$ cat src/rtl/mbedge_pkg.sv
package mbedge_pkg;

  localparam int SAMPLE_BITS = 8;
  localparam int LINE_SAMPLES = 8;
  localparam int LINE_BITS = SAMPLE_BITS * LINE_SAMPLES;

  typedef struct packed {
    logic load1;
    logic load2;
  } strobe_t;

  function automatic logic signed [15:0] sx16(input logic signed [7:0] v);
    return {{8{v[7]}}, v};
  endfunction

  function automatic logic signed [7:0] satS8(input logic signed [15:0] v);
    if (v > 16'sd127) return 8'sd127;
    if (v < -16'sd128) return -8'sd128;
    return v[7:0];
  endfunction

  function automatic logic signed [7:0] toSigned(input logic [7:0] u);
    return $signed(u ^ 8'h80);
  endfunction

  function automatic logic [7:0] clampU8(input logic signed [9:0] t);
    if (t < 10'sd0) return 8'd0;
    if (t > 10'sd255) return 8'd255;
    return t[7:0];
  endfunction

  function automatic logic [7:0] addU(input logic [7:0] u, input logic signed [7:0] d);
    logic signed [9:0] t;
    t = $signed({2'b00, u}) + $signed({{2{d[7]}}, d});
    return clampU8(t);
  endfunction

  function automatic logic [7:0] subU(input logic [7:0] u, input logic signed [7:0] d);
    logic signed [9:0] t;
    t = $signed({2'b00, u}) - $signed({{2{d[7]}}, d});
    return clampU8(t);
  endfunction

endpackage

$ cat src/rtl/mbedge_ctrl.sv
module mbedge_ctrl
  import mbedge_pkg::*;
(
  input  logic    clk,
  input  logic    rstN,
  input  logic    validIn,
  output strobe_t strobe,
  output logic    validOut
);

  logic s1Valid;

  always_ff @(posedge clk or negedge rstN) begin
    if (!rstN) begin
      s1Valid  <= 1'b0;
      validOut <= 1'b0;
    end else begin
      s1Valid  <= validIn;
      validOut <= s1Valid;
    end
  end

  always_comb begin
    strobe.load1 = validIn;
    strobe.load2 = s1Valid;
  end

  // a sampled line comes out exactly two edges later
  p_latency_r9: assert property (@(posedge clk) disable iff (!rstN)
    validIn |-> ##2 validOut);
  // no output without an input two edges earlier
  p_no_spurious_r9: assert property (@(posedge clk) disable iff (!rstN)
    !validIn |-> ##2 !validOut);

endmodule

$ cat src/rtl/mbedge_datapath.sv
module mbedge_datapath
  import mbedge_pkg::*;
#(
  parameter int NEAR_WEIGHT = 27,
  parameter int MID_WEIGHT  = 18,
  parameter int FAR_WEIGHT  = 9,
  parameter int ROUND_BIAS  = 63,
  parameter int ROUND_SHIFT = 7,
  parameter int SHORT_SHIFT = 3
) (
  input  logic                 clk,
  input  logic                 rstN,
  input  strobe_t              strobe,
  input  logic [LINE_BITS-1:0] lineIn,
  input  logic                 filtEn,
  input  logic                 highVar,
  output logic [LINE_BITS-1:0] lineOut
);

  localparam int NUM_TAPS = 3;

  function automatic int tapWeight(input int idx);
    case (idx)
      0:       return NEAR_WEIGHT;
      1:       return MID_WEIGHT;
      default: return FAR_WEIGHT;
    endcase
  endfunction

  // ---------------- stage one: base value and step sizes ----------------
  logic signed [7:0] sP1, sP0, sQ0, sQ1;
  logic signed [7:0] outerDiff, innerDiff, acc1, acc2, acc3;
  logic signed [7:0] wAll, wShort, wLong;
  logic signed [7:0] shortQ, shortP, stepQ, stepP;
  logic signed [7:0] tapVal [NUM_TAPS];

  always_comb begin
    sP1 = toSigned(lineIn[23:16]);
    sP0 = toSigned(lineIn[31:24]);
    sQ0 = toSigned(lineIn[39:32]);
    sQ1 = toSigned(lineIn[47:40]);
    outerDiff = satS8(sx16(sP1) - sx16(sQ1));
    innerDiff = satS8(sx16(sQ0) - sx16(sP0));
    acc1 = satS8(sx16(outerDiff) + sx16(innerDiff));
    acc2 = satS8(sx16(acc1) + sx16(innerDiff));
    acc3 = satS8(sx16(acc2) + sx16(innerDiff));
    wAll   = filtEn ? acc3 : 8'sd0;
    wShort = highVar ? wAll : 8'sd0;
    wLong  = highVar ? 8'sd0 : wAll;
    shortQ = satS8(sx16(wShort) + 16'sd4);
    shortP = satS8(sx16(wShort) + 16'sd3);
    stepQ  = shortQ >>> SHORT_SHIFT;
    stepP  = shortP >>> SHORT_SHIFT;
  end

  for (genvar g = 0; g < NUM_TAPS; g++) begin : g_tap
    localparam logic signed [15:0] WEIGHT = 16'(tapWeight(g));
    localparam logic signed [15:0] BIAS   = 16'(ROUND_BIAS);
    logic signed [15:0] product, biased;
    always_comb begin
      product   = sx16(wLong) * WEIGHT;
      biased    = product + BIAS;
      tapVal[g] = satS8(biased >>> ROUND_SHIFT);
    end
  end

  logic [LINE_BITS-1:0] s1Line;
  logic signed [7:0]    s1DeltaP0, s1DeltaQ0, s1Tap1, s1Tap2;

  always_ff @(posedge clk or negedge rstN) begin
    if (!rstN) begin
      s1Line    <= '0;
      s1DeltaP0 <= '0;
      s1DeltaQ0 <= '0;
      s1Tap1    <= '0;
      s1Tap2    <= '0;
    end else if (strobe.load1) begin
      s1Line    <= lineIn;
      s1DeltaP0 <= highVar ? stepP : tapVal[0];
      s1DeltaQ0 <= highVar ? stepQ : tapVal[0];
      s1Tap1    <= tapVal[1];
      s1Tap2    <= tapVal[2];
    end
  end

  // ---------------- stage two: apply steps ----------------
  logic [LINE_BITS-1:0] nextLine;

  always_comb begin
    nextLine[7:0]   = s1Line[7:0];
    nextLine[15:8]  = addU(s1Line[15:8],  s1Tap2);
    nextLine[23:16] = addU(s1Line[23:16], s1Tap1);
    nextLine[31:24] = addU(s1Line[31:24], s1DeltaP0);
    nextLine[39:32] = subU(s1Line[39:32], s1DeltaQ0);
    nextLine[47:40] = subU(s1Line[47:40], s1Tap1);
    nextLine[55:48] = subU(s1Line[55:48], s1Tap2);
    nextLine[63:56] = s1Line[63:56];
  end

  always_ff @(posedge clk or negedge rstN) begin
    if (!rstN) lineOut <= '0;
    else if (strobe.load2) lineOut <= nextLine;
  end

  // a disabled line carries zero steps into stage two
  p_disabled_zero_r2: assert property (@(posedge clk) disable iff (!rstN)
    (strobe.load1 && !filtEn) |=> (s1DeltaP0 == 0 && s1DeltaQ0 == 0 && s1Tap1 == 0 && s1Tap2 == 0));
  // a high-variance line gets no outer taps
  p_hev_no_taps_r3: assert property (@(posedge clk) disable iff (!rstN)
    (strobe.load1 && highVar) |=> (s1Tap1 == 0 && s1Tap2 == 0));
  // the outer samples pass through stage two unchanged
  p_passthru_r8: assert property (@(posedge clk) disable iff (!rstN)
    strobe.load2 |=> (lineOut[7:0] == $past(s1Line[7:0]) && lineOut[63:56] == $past(s1Line[63:56])));
  // the output holds when no result arrives
  p_hold_r9: assert property (@(posedge clk) disable iff (!rstN)
    !strobe.load2 |=> $stable(lineOut));

endmodule

$ cat src/rtl/mbedge_smoother.sv
module mbedge_smoother
  import mbedge_pkg::*;
(
  input  logic        clk,
  input  logic        rstN,
  input  logic        validIn,
  input  logic        filtEn,
  input  logic        highVar,
  input  logic [63:0] lineIn,
  output logic        validOut,
  output logic [63:0] lineOut
);

  strobe_t strobe;

  mbedge_ctrl u_ctrl (
    .clk      (clk),
    .rstN     (rstN),
    .validIn  (validIn),
    .strobe   (strobe),
    .validOut (validOut)
  );

  mbedge_datapath u_datapath (
    .clk     (clk),
    .rstN    (rstN),
    .strobe  (strobe),
    .lineIn  (lineIn),
    .filtEn  (filtEn),
    .highVar (highVar),
    .lineOut (lineOut)
  );

endmodule

$ cat config.mk
export PLATFORM = sky130hd
export DESIGN_NAME = mbedge_smoother
export DESIGN_NICKNAME = d
export VERILOG_FILES = /design/src/rtl/mbedge_pkg.sv /design/src/rtl/mbedge_ctrl.sv /design/src/rtl/mbedge_datapath.sv /design/src/rtl/mbedge_smoother.sv
export SDC_FILE = /design/constraint.sdc
export NUM_CORES = 1
export LEC_CHECK = 0
export BUFFER_PORTS_ARGS = -buffer_cell sky130_fd_sc_hd__buf_2
export CAP_MARGIN = 20
export CORE_UTILIZATION = 40
export CTS_CLUSTER_DIAMETER = 100
export DETAILED_ROUTE_END_ITERATION = 10
export GPL_ROUTABILITY_DRIVEN = 0
export PLACE_DENSITY = 0.59
export SYNTH_ARGS = -nofsm -noshare
export SYNTH_HDL_FRONTEND = slang
export SYNTH_SLANG_ARGS = --single-unit
$ cat constraint.sdc
create_clock -name clk -period 4.17 [get_ports clk]
set_input_delay 0.6255 -clock clk [delete_from_list [all_inputs] [get_ports clk]]
set_output_delay 0.6255 -clock clk [all_outputs]
set_load 0.02 [all_outputs]
## Word-level counts from Yosys, hierarchy flattened

Index checks and enable logic that the tools add are counted.

- Flip-flop bits (word level): 162
- Input bits: 69
- Output and inout port bits: 65
- Word-level logic and storage cells: 180

- $add $sub $neg: 16
- $mul: 3
- Magnitude comparators: 32
- Mux-type cells: 117
- Bitwise operators: 4

Operators with widths:

| kind | number |
|---|---|
| two-way mux 8 bit | 69 |
| > comparator 16 x 8 -> 1 bit, second input constant | 7 |
| less-than comparator 16 x 8 -> 1 bit, second input constant | 7 |
| > comparator 10 x 9 -> 1 bit, second input constant | 6 |
| less-than comparator 10 x 1 -> 1 bit, second input constant | 6 |
| two-way mux 1 bit | 48 |
| adder 14 x 7 -> 15 bit, second input constant | 2 |
| adder 9 x 8 -> 10 bit | 3 |
| subtractor 9 x 8 -> 10 bit | 3 |
| adder 8 x 8 -> 9 bit | 3 |
| > comparator 9 x 8 -> 1 bit, second input constant | 3 |
| less-than comparator 9 x 8 -> 1 bit, second input constant | 3 |
| multiplier 8 x 5 -> 13 bit, second input constant | 2 |
| subtractor 8 x 8 -> 9 bit | 2 |
| adder 13 x 7 -> 14 bit, second input constant | 1 |
| multiplier 8 x 6 -> 14 bit, second input constant | 1 |
| adder 8 x 3 -> 9 bit, second input constant | 1 |
| adder 8 x 4 -> 9 bit, second input constant | 1 |
| inverter 1 bit | 4 |

## Longest topological paths before layout

Gate-level depths: netlist of the first run.

- Depth in word-level cells: 35
- Gate-level depth with buffers: 69
- Depth with buffers taken out: 66

## Cells and area by module

A second synthesis of the first run with hierarchy kept.

- Cell total of the unflattened synthesis: 1,344
- Area, all modules: 12,605.8 um2

By module, submodules not included:

| module | times used | cells an instance | area an instance (um2) | seq. area each (um2) |
|---|---|---|---|---|
| mbedge_datapath | 1 | 1,340 | 12,540.8 | 4,003.8 |
| mbedge_ctrl | 1 | 4 | 65.1 | 50.0 |

## Worst setup path after synthesis of the first run

Ideal clock, no wire load.

- Path type: in2reg
- Start point: in lineIn[28]
- End point: reg u_datapath.s1DeltaP0[6]
- Library setup time: 65 ps
- Arrival: 12,264 ps
- Required time: 4,105 ps
- Path slack: -8,159 ps
- Stages on the path: 59
- Path buffers: 0
- Path through: inv_1 ha_1 a211oi_1 nor2_1 or4_1 a21oi_2 o21ai_0 ha_1 o21a_1 o211ai_1 o221ai_1 and3_1 o22ai_1 o311ai_4 nor3_1 o21a_1 ha_1 o21ai_0 [23 not listed] inv_1 ha_1 nor2b_1 o21ai_0 nand2b_1 a21oi_1 nor2b_1 nor2_1 nor2b_1 nor2_1 nor2b_1 nor2_1 o21bai_1 a22o_1 nor3_1 a21oi_1 o21ai_0 o22a_1

- Longest elaborated chain between the ends: 34
- Elaborated cells on any way between the ends: 59
- Classes of those cells: add/sub: 6; mul: 1; order compare: 12; mux: 40

Ends and longest elaborated chain:

| what | line | source |
|---|---|---|
| from (decl) | mbedge_smoother.sv:9 | `input logic [63:0] lineIn,` |
| subtractor 8 x 8 -> 9 bit (*) | mbedge_datapath.sv:43 | `innerDiff = satS8(sx16(sQ0) - sx16(sP0));` |
| less-than comparator 16 x 8 -> 1 bit | mbedge_pkg.sv:18 | `if (v < -16'sd128) return -8'sd128;` |
| two-way mux 1 bit (2 in series) | mbedge_pkg.sv:18 |  |
| two-way mux 8 bit | mbedge_pkg.sv:19 | `return v[7:0];` |
| two-way mux 8 bit (*) | mbedge_pkg.sv:18 |  |
| adder 8 x 8 -> 9 bit | mbedge_datapath.sv:44 | `acc1 = satS8(sx16(outerDiff) + sx16(innerDiff));` |
| less-than comparator 16 x 8 -> 1 bit | mbedge_pkg.sv:18 |  |
| two-way mux 1 bit (2 in series) | mbedge_pkg.sv:18 |  |
| [15 not listed] | n/a |  |
| two-way mux 8 bit | mbedge_datapath.sv:49 | `wLong = highVar ? 8'sd0 : wAll;` |
| multiplier 8 x 6 -> 14 bit | mbedge_datapath.sv:61 | `product = sx16(wLong) * WEIGHT;` |
| adder 14 x 7 -> 15 bit | mbedge_datapath.sv:62 | `biased = product + BIAS;` |
| less-than comparator 9 x 8 -> 1 bit | mbedge_pkg.sv:18 |  |
| two-way mux 1 bit (2 in series) | mbedge_pkg.sv:18 |  |
| two-way mux 8 bit | mbedge_pkg.sv:19 |  |
| two-way mux 8 bit | mbedge_pkg.sv:18 |  |
| two-way mux 8 bit (*) | mbedge_datapath.sv:79 | `s1DeltaP0 <= highVar ? stepP : tapVal[0];` |
| to (signal assigned) | mbedge_datapath.sv:79 |  |
| to (decl) | mbedge_datapath.sv:68 | `logic signed [7:0] s1DeltaP0, s1DeltaQ0, s1Tap1, s1Tap2;` |

Mark *: on every way between the ends. The rest lies on a longest branch, timed or not. The select of a mux whose other input is x is not followed.
A chain may end at the register's enable or synchronous reset.

## Worst setup path in the final report of the first run

- Start point: in lineIn[36]
- End point: reg u_datapath.s1DeltaP0[5]

Same word-level chain as after synthesis.

==> impl_results.md, run 1 <==
- Synth Register Bits: 162
- Layout area overhead: 38.9%
- First-pass GRT wire length: 57.7 mm
- Mapped Nets: 1630
- Initial antenna violation count: 1
- Initial core utilization: 0.409
- Largest net degree at the start of global routing: 87
- Outcome: finished with violations
- DP Area: 16400 um^2
- Full die area: 33200 um^2
- Yosys warning count: 0
- Die span in x: 182 um
- Most used DFF post-synth: dfrtp_1
- # port buffers: 133
- Layout cells sized above 1: 0.404
- Final Max Tran Viols: 0
- Final min period: 11.12 ns
- Tot GR Track Use: 0.216
- Core Region: 31800 um^2
- Chip height: 182 um
- Rows: 65
- Sequential area share after synthesis: 0.312
- Detail Route Antenna Nets: 0
- Synth unique cells: 94
- Fin crit share: 2.67
- Worst Tran Pin Value: 0.730 ns
- Startpoint Class: primary input
- Via-per-instance ratio: 5.07
- # diodes: 0
- TritonRoute pass-1 iters: 5
- CP Class: in2reg
- Post-synth EDFFs: 0
- Mapped Area: 13000 um^2
- CP endpoint kind: flop
- Setup WS post-layout: -6.95 ns
- Io pins: 134
- Cell area after layout: 18100 um^2
- Final setup viols: 32
- FFs w/ async S/R, synth: 1.00
- Post-CTS Hold Fix Bufs: 0
- Syn_area_per_cell: 9.48 um^2
- Clock Skew: 0.0115 ns
- Failing checks: setup timing
- Number of remaining DRC errors: 0
- Achievable frequency: 89.9 MHz
- Maxcap violations: 0
- Most numerous cell on the critical path: o21ai_2
- Vias: 11200
- Met3 Use GR: 0.0265
- GRT Residual Overflow: 0
- Rel. slew slack: 0.513
- HP Class: in2async
- Vias in the first global route: 11700
- Clk slew on worst S/H paths: 0.07 ns
- H-tree Lvls: 4
- M1 GR Usage: 0.286
- Met2 usage: 0.366
- Clock Latency Late Sink: 0.44 ns
- Post-Synthesis Cells: 1373
- Detail Placement HPWL: 26.7 mm
- Initial DRC Count: 592
- Critical Path AT: 11.44 ns
- Clock tree sinks: 162
- Crit-path max FO: 6
- TritonCTS clock tree: built
- CTS root buf: clkbuf_16
- CTS max path bufs: 2
- Routed length per instance: 15.5 um
- Total detailed-routing wirelength: 34.3 mm
- Critical Path RT: 4.49 ns
- CP max stage delay: 0.56 ns
- CTS Buf Count: 17
- Unrepaired setup endpoints after global routing: yes
- Final hold violation count: 0
- Busiest grt layer: met2
- # nets final: 2024
- Worst path slowest cell: or4_4
layout make-up:
| type | instances | area, um^2 |
|---|---|---|
| Tap cell | 435 | 544 |
| Timing Repair Buffer | 415 | 2980 |
| Inverter | 172 | 661 |
| Clock buffer | 19 | 453 |
| Multi-Input combinational cell | 999 | 9250 |
| Sequential cell | 162 | 4060 |
| Clock inverter | 12 | 123 |
| Fill cell | 2736 | 13700 |
final timing paths:
path | startpoint | end | slack (ns) | cells after the start
min in group clk | lineIn[15] | u_datapath.s1Line[15] | 0.39 | 3
setup / recovery | lineIn[36] | u_datapath.s1DeltaP0[5] | -6.95 | 64
hold / removal | rstN | u_datapath.lineOut[55] | 0.19 | 1
max in group asynchronous | rstN | u_datapath.s1Line[33] | 3.04 | 2
hold reg to reg | u_datapath.lineOut[7] | u_datapath.lineOut[7] | 0.50 | 1
setup reg to reg | u_datapath.s1DeltaP0[1] | u_datapath.lineOut[27] | 1.05 | 13
per-layer routing:
metal	vias to the layer above	part of all wire
li1	5588	-
met2	209	0.47
met3	49	0.034
met1	5385	0.48
met4	2	0.019
met5	-	0.00038
cells in the mapped netlist, drive strengths merged, types with 15 or more instances:
library cell  count  area [um^2]
nor2b            19          119
xnor2            60          526
a21oi            73          369
nor2             85          329
xor2             41          359
a21o             44          332
o22ai            28          175
buf              15          106
mux2             70          788
nor3             17          100
nand2b           21          131
nand2            67          251
o21ai           104          521
ha              160         2000
fa               28          561
clkbuf           25         97.6
inv             172          646
dfrtp           162         4050
registers in the layout, summed over array words and instances (netlist names):
name                  flops
u_datapath.s1Tap1         8
u_datapath.s1Line        64
u_datapath.s1DeltaQ0      8
u_datapath.s1Tap2         8
u_ctrl.validOut           1
u_ctrl.s1Valid            1
u_datapath.s1DeltaP0      8
u_datapath.lineOut       64
cells by family (layout without fill, tap and decap cells):
family / count (synthesis) / count (layout) / synth area share
compound gates: 351 / 351 / 0.182
simple gates: 275 / 275 / 0.105
buf+inv: 212 / 618 / 0.0653
fa+ha+maj: 200 / 200 / 0.206
flops: 162 / 162 / 0.312
xor+xnor: 101 / 101 / 0.0680
mux: 72 / 72 / 0.0621
placed cells by master, fill, tap and decap left out, types with 7 or more instances in the layout:
cell,count
a21o_1,43
a21oi_1,49
a21oi_2,19
buf_2,122
buf_4,262
buf_6,24
clkbuf_16,17
dfrtp_1,161
fa_1,25
ha_1,122
ha_4,33
inv_1,157
inv_2,9
mux2_2,70
nand2_1,59
nand2b_1,19
nand3_1,10
nor2_1,75
nor2b_1,18
nor3_1,8
nor3_2,8
o211ai_1,8
o21a_1,7
o21ai_0,70
o21ai_1,16
o21ai_2,14
o21bai_1,10
o22a_1,8
o22ai_1,27
xnor2_1,55
xor2_1,37
critical path: cells and delay by family:
family                     cells  cell delay, ns
xor gates and xnor gates       1            0.14
buffers and inverters          9            0.90
and+or+nand+nor               20            2.80
AOI/OAI and AO/OA             25            3.97
adders and majority gates      9            2.98
timing repair:
item	CTS	global route
buffers inserted	47	6
pin swaps	102	49
resized for setup	144	26
endpoints found under the setup margin	32	32
through the flow:
stage	setup slack [ns]	TNS (ns)	utilization	instances	hold slack (ns)
detailed placement	-7.57	-216.79	0.515	2139	0.489
global placement	-7.37	-211.53	0.515	2139	0.480
CTS	-6.80	-191.57	0.563	2211	0.243
floorplan	-7.12	-196.54	-	1373	0.330
finish	-6.95	-194.66	0.568	2214	0.194
global route	-7.50	-210.86	0.568	2214	0.277
Power of run 1 is left out: the tool's default activity adds up to more than one toggle a clock period on the data nets, which glitch-free logic cannot reach.
==> inputs of run 2 (changes only) <==
--- a/config.mk
+++ b/config.mk
@@ -5,13 +5,15 @@
 export SDC_FILE = /design/constraint.sdc
 export NUM_CORES = 1
 export LEC_CHECK = 0
+export ABC_AREA = 1
 export BUFFER_PORTS_ARGS = -buffer_cell sky130_fd_sc_hd__buf_2
 export CAP_MARGIN = 20
 export CORE_UTILIZATION = 40
 export CTS_CLUSTER_DIAMETER = 100
+export CTS_CLUSTER_SIZE = 40
 export DETAILED_ROUTE_END_ITERATION = 10
 export GPL_ROUTABILITY_DRIVEN = 0
-export PLACE_DENSITY = 0.59
+export PLACE_DENSITY = 0.55
 export SYNTH_ARGS = -nofsm -noshare
 export SYNTH_HDL_FRONTEND = slang
 export SYNTH_SLANG_ARGS = --single-unit
==> run 2 against run 1 <==
  * Critical path type unchanged
  * The run still ends with setup timing left
  * Hold slack improved by 0.098 ns
  * Global-route usage is 0.18 points lower
  * Cell count is 10% higher
  * Die area down 2.3%
  * Fmax up 17%
  * Critical path depth grew 11
  * Largest cell class unchanged
==> impl_results.md, run 2 <==
- Failing checks: setup timing
- Die span in x: 180 um
- CP max stage delay: 0.49 ns
- Reg2reg path depth: 18
- Crit. Startpoint: lineIn[16]
- CTS root buf: clkbuf_16
- Yosys top cell area share: 0.319
- Crit-path max FO: 7
- Post-synth top cells: 423 x nand2_1, 246 x inv_1, 162 x dfrtp_1
- Achievable frequency: 105 MHz
- Worst R2R End: u_datapath.lineOut[52]
- Worst Tran Pin Value: 0.976 ns
- Top Registers: u_datapath.lineOut: 64 flops, u_datapath.s1Line: 64 flops
- Largest net degree at the start of global routing: 97
- Most numerous cell on the critical path: nand2_4
- Most common cell in the netlist: nand2_1
- Final setup viols: 32
- First-pass GRT wire length: 56.7 mm
- Final min period: 9.51 ns
- Syn_area_per_cell: 7.72 um^2
- Mapped Area: 12700 um^2
- Detail Route Antenna Nets: 0
- CP endpoint kind: flop
- CP Class: in2reg
- Yosys warning count: 0
- Clk slew on worst S/H paths: 0.07 ns
- Sequential area share after synthesis: 0.319
- Routed length per instance: 14.0 um
- Io pins: 134
- Post-Synthesis Cells: 1645
- Layout area overhead: 39.5%
- Vias: 11700
- TritonRoute pass-1 iters: 5
- TritonCTS clock tree: built
- Worst path slowest cell: fa_1
- Post-CTS Hold Fix Bufs: 0
- Maxcap violations: 0
- Core Region: 30900 um^2
- Fillers: 2855
- Tot GR Track Use: 0.214
- Final Instance Count excl. Fillers: 2444
- Synth area leaders: dfrtp_1 32%, ha_1 16%, nand2_1 13%
- Layout cells sized above 1: 0.356
- HP Class: in2async
- Startpoint Class: primary input
- Critical Path RT: 4.45 ns
- Critical Path AT: 9.78 ns
- Number of remaining DRC errors: 0
- Commonest non-fill, non-tap cells in the layout: 386 x nand2_1, 245 x buf_4, 216 x inv_1
- Vias in the first global route: 11600
- Initial core utilization: 0.411
- Commonest non-fill, non-tap cell in the layout: nand2_1
- Mapped Nets: 1902
- CTS max path bufs: 2
- H-tree Lvls: 4
- Outcome: finished with violations
- Fin crit share: 2.28
- Rows: 64
- Reg2reg start: u_datapath.s1Tap2[1]
- # diodes: 0
- Reg-to-reg setup timing slack: 1.08 ns
- CTS Buf Count: 17
- FFs w/ async S/R, synth: 1.00
- Synth area leader: dfrtp_1
- Synth Register Bits: 162
- Via-per-instance ratio: 4.78
- Unrepaired setup endpoints after global routing: yes
- Clock Latency Late Sink: 0.44 ns
- # port buffers: 133
- GRT Residual Overflow: 0
- Initial antenna violation count: 0
- Initial DRC Count: 571
- Setup crit end: u_datapath.s1DeltaQ0[6]
- Clock tree sinks: 162
- Setup WS post-layout: -5.34 ns
- Total detailed-routing wirelength: 34.3 mm
- # nets final: 2292
- Synth unique cells: 47
- Full die area: 32500 um^2
- Final Max Tran Viols: 0
- Most used DFF post-synth: dfrtp_1
- Post-synth EDFFs: 0
- Final hold violation count: 0
- Clock Skew: 0.0107 ns
- Cells after DPL: 2355
- Rel. slew slack: 0.344
- Chip height: 180 um
- Detail Placement HPWL: 26.4 mm
[run 2: cells by family (layout without fill, tap and decap cells)]
kind of cell | Yosys count | count (layout) | synth area share
AND/OR/NAND/NOR | 668 | 668 | 0.233
buffers and inverters | 285 | 688 | 0.0847
AO/OA/AOI/OAI | 284 | 284 | 0.121
adder cells (fa/ha/maj) | 188 | 188 | 0.202
flip-flops | 162 | 162 | 0.319
XOR/XNOR | 58 | 58 | 0.0406
[run 2: critical path: cells and delay by family]
family / cells / cell delay [ns]
AOI/OAI and AO/OA: 14 / 1.55
xor gates and xnor gates: 1 / 0.20
adders and majority gates: 10 / 3.07
buffers and inverters: 19 / 1.70
and+or+nand+nor: 31 / 2.63
[run 2: area by class of cell]
class,instances,area [um^2],share of cell area
Sequential cell,162,4050,0.229
Tap cell,396,495,0.0280
Clock buffer,18,429,0.0242
Timing Repair Buffer,400,2830,0.160
Clock inverter,14,150,0.00847
Inverter,256,991,0.0559
Multi-Input combinational cell,1198,8760,0.495
[run 2: worst min path at each step]
stage	startpoint	to	slack, ns	cells after the start
floorplan	rstN	u_ctrl.s1Valid	0.33	0
global placement	u_datapath.lineOut[3]	u_datapath.lineOut[3]	0.45	2
detailed placement	u_datapath.lineOut[6]	u_datapath.lineOut[6]	0.45	2
CTS	rstN	u_datapath.lineOut[58]	0.32	1
global route	rstN	u_datapath.lineOut[58]	0.36	1
finish	rstN	u_datapath.s1Line[59]	0.29	1
[run 2: through the flow]
step                       util  setup WS [ns]  setup TNS (ns)  hold WS [ns]  cell area, um^2
final                     0.573          -5.34         -151.37         0.292            17700
after global routing      0.573          -5.89         -165.99         0.363            17700
after CTS                 0.546          -5.09         -144.49         0.318            16900
after detailed placement  0.506          -5.88         -164.11         0.453            15600
after global placement    0.506          -5.63         -157.88         0.449            15600
after floorplan               -          -5.25         -139.63         0.330            13000
[run 2: repair_timing]
item	CTS	global route
setup buffers	33	34
resized for setup	91	149
cloned	0	0
pin swaps	40	52
endpoints found under the setup margin	32	32
hold endpoints to repair	0	0
[run 2: per-layer routing]
metal	up-vias	GRT usage	wire, um
met1	5450	0.289	16600
met5	-	0	0
met4	0	0.0533	539
li1	6028	-	-
met3	35	0.0267	921
met2	177	0.362	16300
Power of run 2 is left out for the same reason.
==> inputs of run 3 (changes only) <==
--- a/config.mk
+++ b/config.mk
@@ -9,10 +9,10 @@
 export BUFFER_PORTS_ARGS = -buffer_cell sky130_fd_sc_hd__buf_2
 export CAP_MARGIN = 20
 export CORE_UTILIZATION = 40
-export CTS_CLUSTER_DIAMETER = 100
 export CTS_CLUSTER_SIZE = 40
 export DETAILED_ROUTE_END_ITERATION = 10
 export GPL_ROUTABILITY_DRIVEN = 0
+export GPL_TIMING_DRIVEN = 0
 export PLACE_DENSITY = 0.55
 export SYNTH_ARGS = -nofsm -noshare
 export SYNTH_HDL_FRONTEND = slang
==> run 3 against run 2 <==
  * The flow still finishes with violations (setup timing)
  * Critical path type unchanged
  * Count of clock-buffer cells in the layout up 5
  * Clock skew down 0.0021 ns
  * Wire length up 0.32%
  * First-iteration DRC count down 13%
==> impl_results.md, run 3 (synthesis results as in run 2) <==
- Outcome: finished with violations
- Failing checks: setup timing
- Clock Latency Late Sink: 0.44 ns
- # port buffers: 132
- Cells after DPL: 2174
- First-pass GRT wire length: 55.3 mm
- Clock Skew: 0.00860 ns
- Fin crit share: 2.33
- Chip height: 180 um
- Core Region: 30900 um^2
- Via-per-instance ratio: 4.87
- Setup WS post-layout: -5.53 ns
- Rows: 64
- Clock tree sinks: 162
- Number of remaining DRC errors: 0
- Tot GR Track Use: 0.212
- Total detailed-routing wirelength: 34.4 mm
- Startpoint Class: primary input
- Worst path slowest cell: fa_1
- # nets final: 2140
- Initial DRC Count: 496
- HP Class: in2async
- CP endpoint kind: flop
- Initial antenna violation count: 1
- Most numerous cell on the critical path: nand2_2
- Layout area overhead: 28.8%
- Top Registers: u_datapath.lineOut: 64 flops, u_datapath.s1Line: 64 flops
- CP max stage delay: 0.55 ns
- CP Class: in2reg
- Commonest non-fill, non-tap cells in the layout: 389 x nand2_1, 219 x inv_1, 162 x dfrtp_1
- Rel. slew slack: 0.319
- H-tree Lvls: 4
- Post-CTS Hold Fix Bufs: 0
- TritonCTS clock tree: built
- GRT Residual Overflow: 0
- Layout cells sized above 1: 0.282
- Unrepaired setup endpoints after global routing: yes
- Final Instance Count excl. Fillers: 2291
- Critical Path RT: 4.46 ns
- CTS Buf Count: 17
- TritonRoute pass-1 iters: 5
- Initial core utilization: 0.411
- Final setup viols: 32
- Io pins: 134
- CTS max path bufs: 2
- Full die area: 32500 um^2
- Detail Placement HPWL: 26.4 mm
- CTS root buf: clkbuf_16
- Largest net degree at the start of global routing: 95
- Achievable frequency: 103 MHz
- Place WS: -6.65 ns
- Worst Tran Pin Value: 1.01 ns
- Critical Path AT: 9.99 ns
- # diodes: 0
- Maxcap violations: 0
- Clk slew on worst S/H paths: 0.06 ns
- Final Max Tran Viols: 0
- Vias in the first global route: 10900
- Commonest non-fill, non-tap cell in the layout: nand2_1
- Vias: 11200
- Die span in x: 180 um
- Crit-path max FO: 5
- Routed length per instance: 15.0 um
- Final hold violation count: 0
- Detail Route Antenna Nets: 0
- Final min period: 9.70 ns
==> run 3: changes by cell type in the layout (fill, tap and decap cells not counted), sizes merged <==
cell      change
buf         -175
clkbuf       +28
inv           -5
clkinv        -3
clkinvlp      +2
==> run 3: routing by layer <==
| layer | wire length (um) | vias up | GRT usage | part of all wire |
|---|---|---|---|---|
| li1 | - | 5720 | - | - |
| met2 | 16300 | 187 | 0.358 | 0.47 |
| met5 | 11 | - | 0 | 0.00032 |
| met3 | 1130 | 42 | 0.0293 | 0.033 |
| met4 | 660 | 2 | 0.0574 | 0.019 |
| met1 | 16300 | 5215 | 0.285 | 0.47 |
==> run 3: per-stage QoR <==
stage	cell area [um^2]	TNS (ns)	utilization	hold slack (ns)
finish	16400	-151.77	0.529	0.127
CTS	15700	-151.14	0.507	0.153
floorplan	13000	-139.63	-	0.330
global placement	14200	-195.06	0.458	0.449
global route	16400	-166.79	0.529	0.175
detailed placement	14200	-184.54	0.459	0.453
==> run 3: worst max-delay path, delay by kind of cell <==
kind | cells | cell delay [ns]
fa+ha+maj | 9 | 3.13
compound gates | 14 | 1.91
buf+inv | 18 | 1.37
simple gates | 35 | 2.91
==> run 3: timing repair <==
item                                    CTS  global route
resized for setup                        95           120
buffers inserted                         61            31
endpoints found under the setup margin   32            32
pin swaps                                84           107
==> run 3: cell type report <==
type                            count  area [um^2]
Fill cell                        2993        14500
Timing Repair Buffer              219         1440
Buffer                             29          113
Clock buffer                       23          488
Sequential cell                   162         4050
Clock inverter                      8          103
Multi-Input combinational cell   1198         8670
Inverter                          256         1000
Tap cell                          396          495
==> run 3: final timing paths <==
path	startpoint	endpoint	slack, ns	cells past startpoint
max in group asynchronous	rstN	u_datapath.s1Line[29]	3.18	2
worst min register to register	u_datapath.lineOut[0]	u_datapath.lineOut[0]	0.46	2
worst min-delay path	rstN	u_datapath.lineOut[60]	0.13	1
worst max register to register	u_datapath.s1Tap2[1]	u_datapath.lineOut[53]	0.95	18
worst max-delay path	lineIn[24]	u_datapath.s1DeltaQ0[5]	-5.53	76
min in group clk	validIn	u_ctrl.s1Valid	0.39	1
Power of run 3 is left out for the same reason.
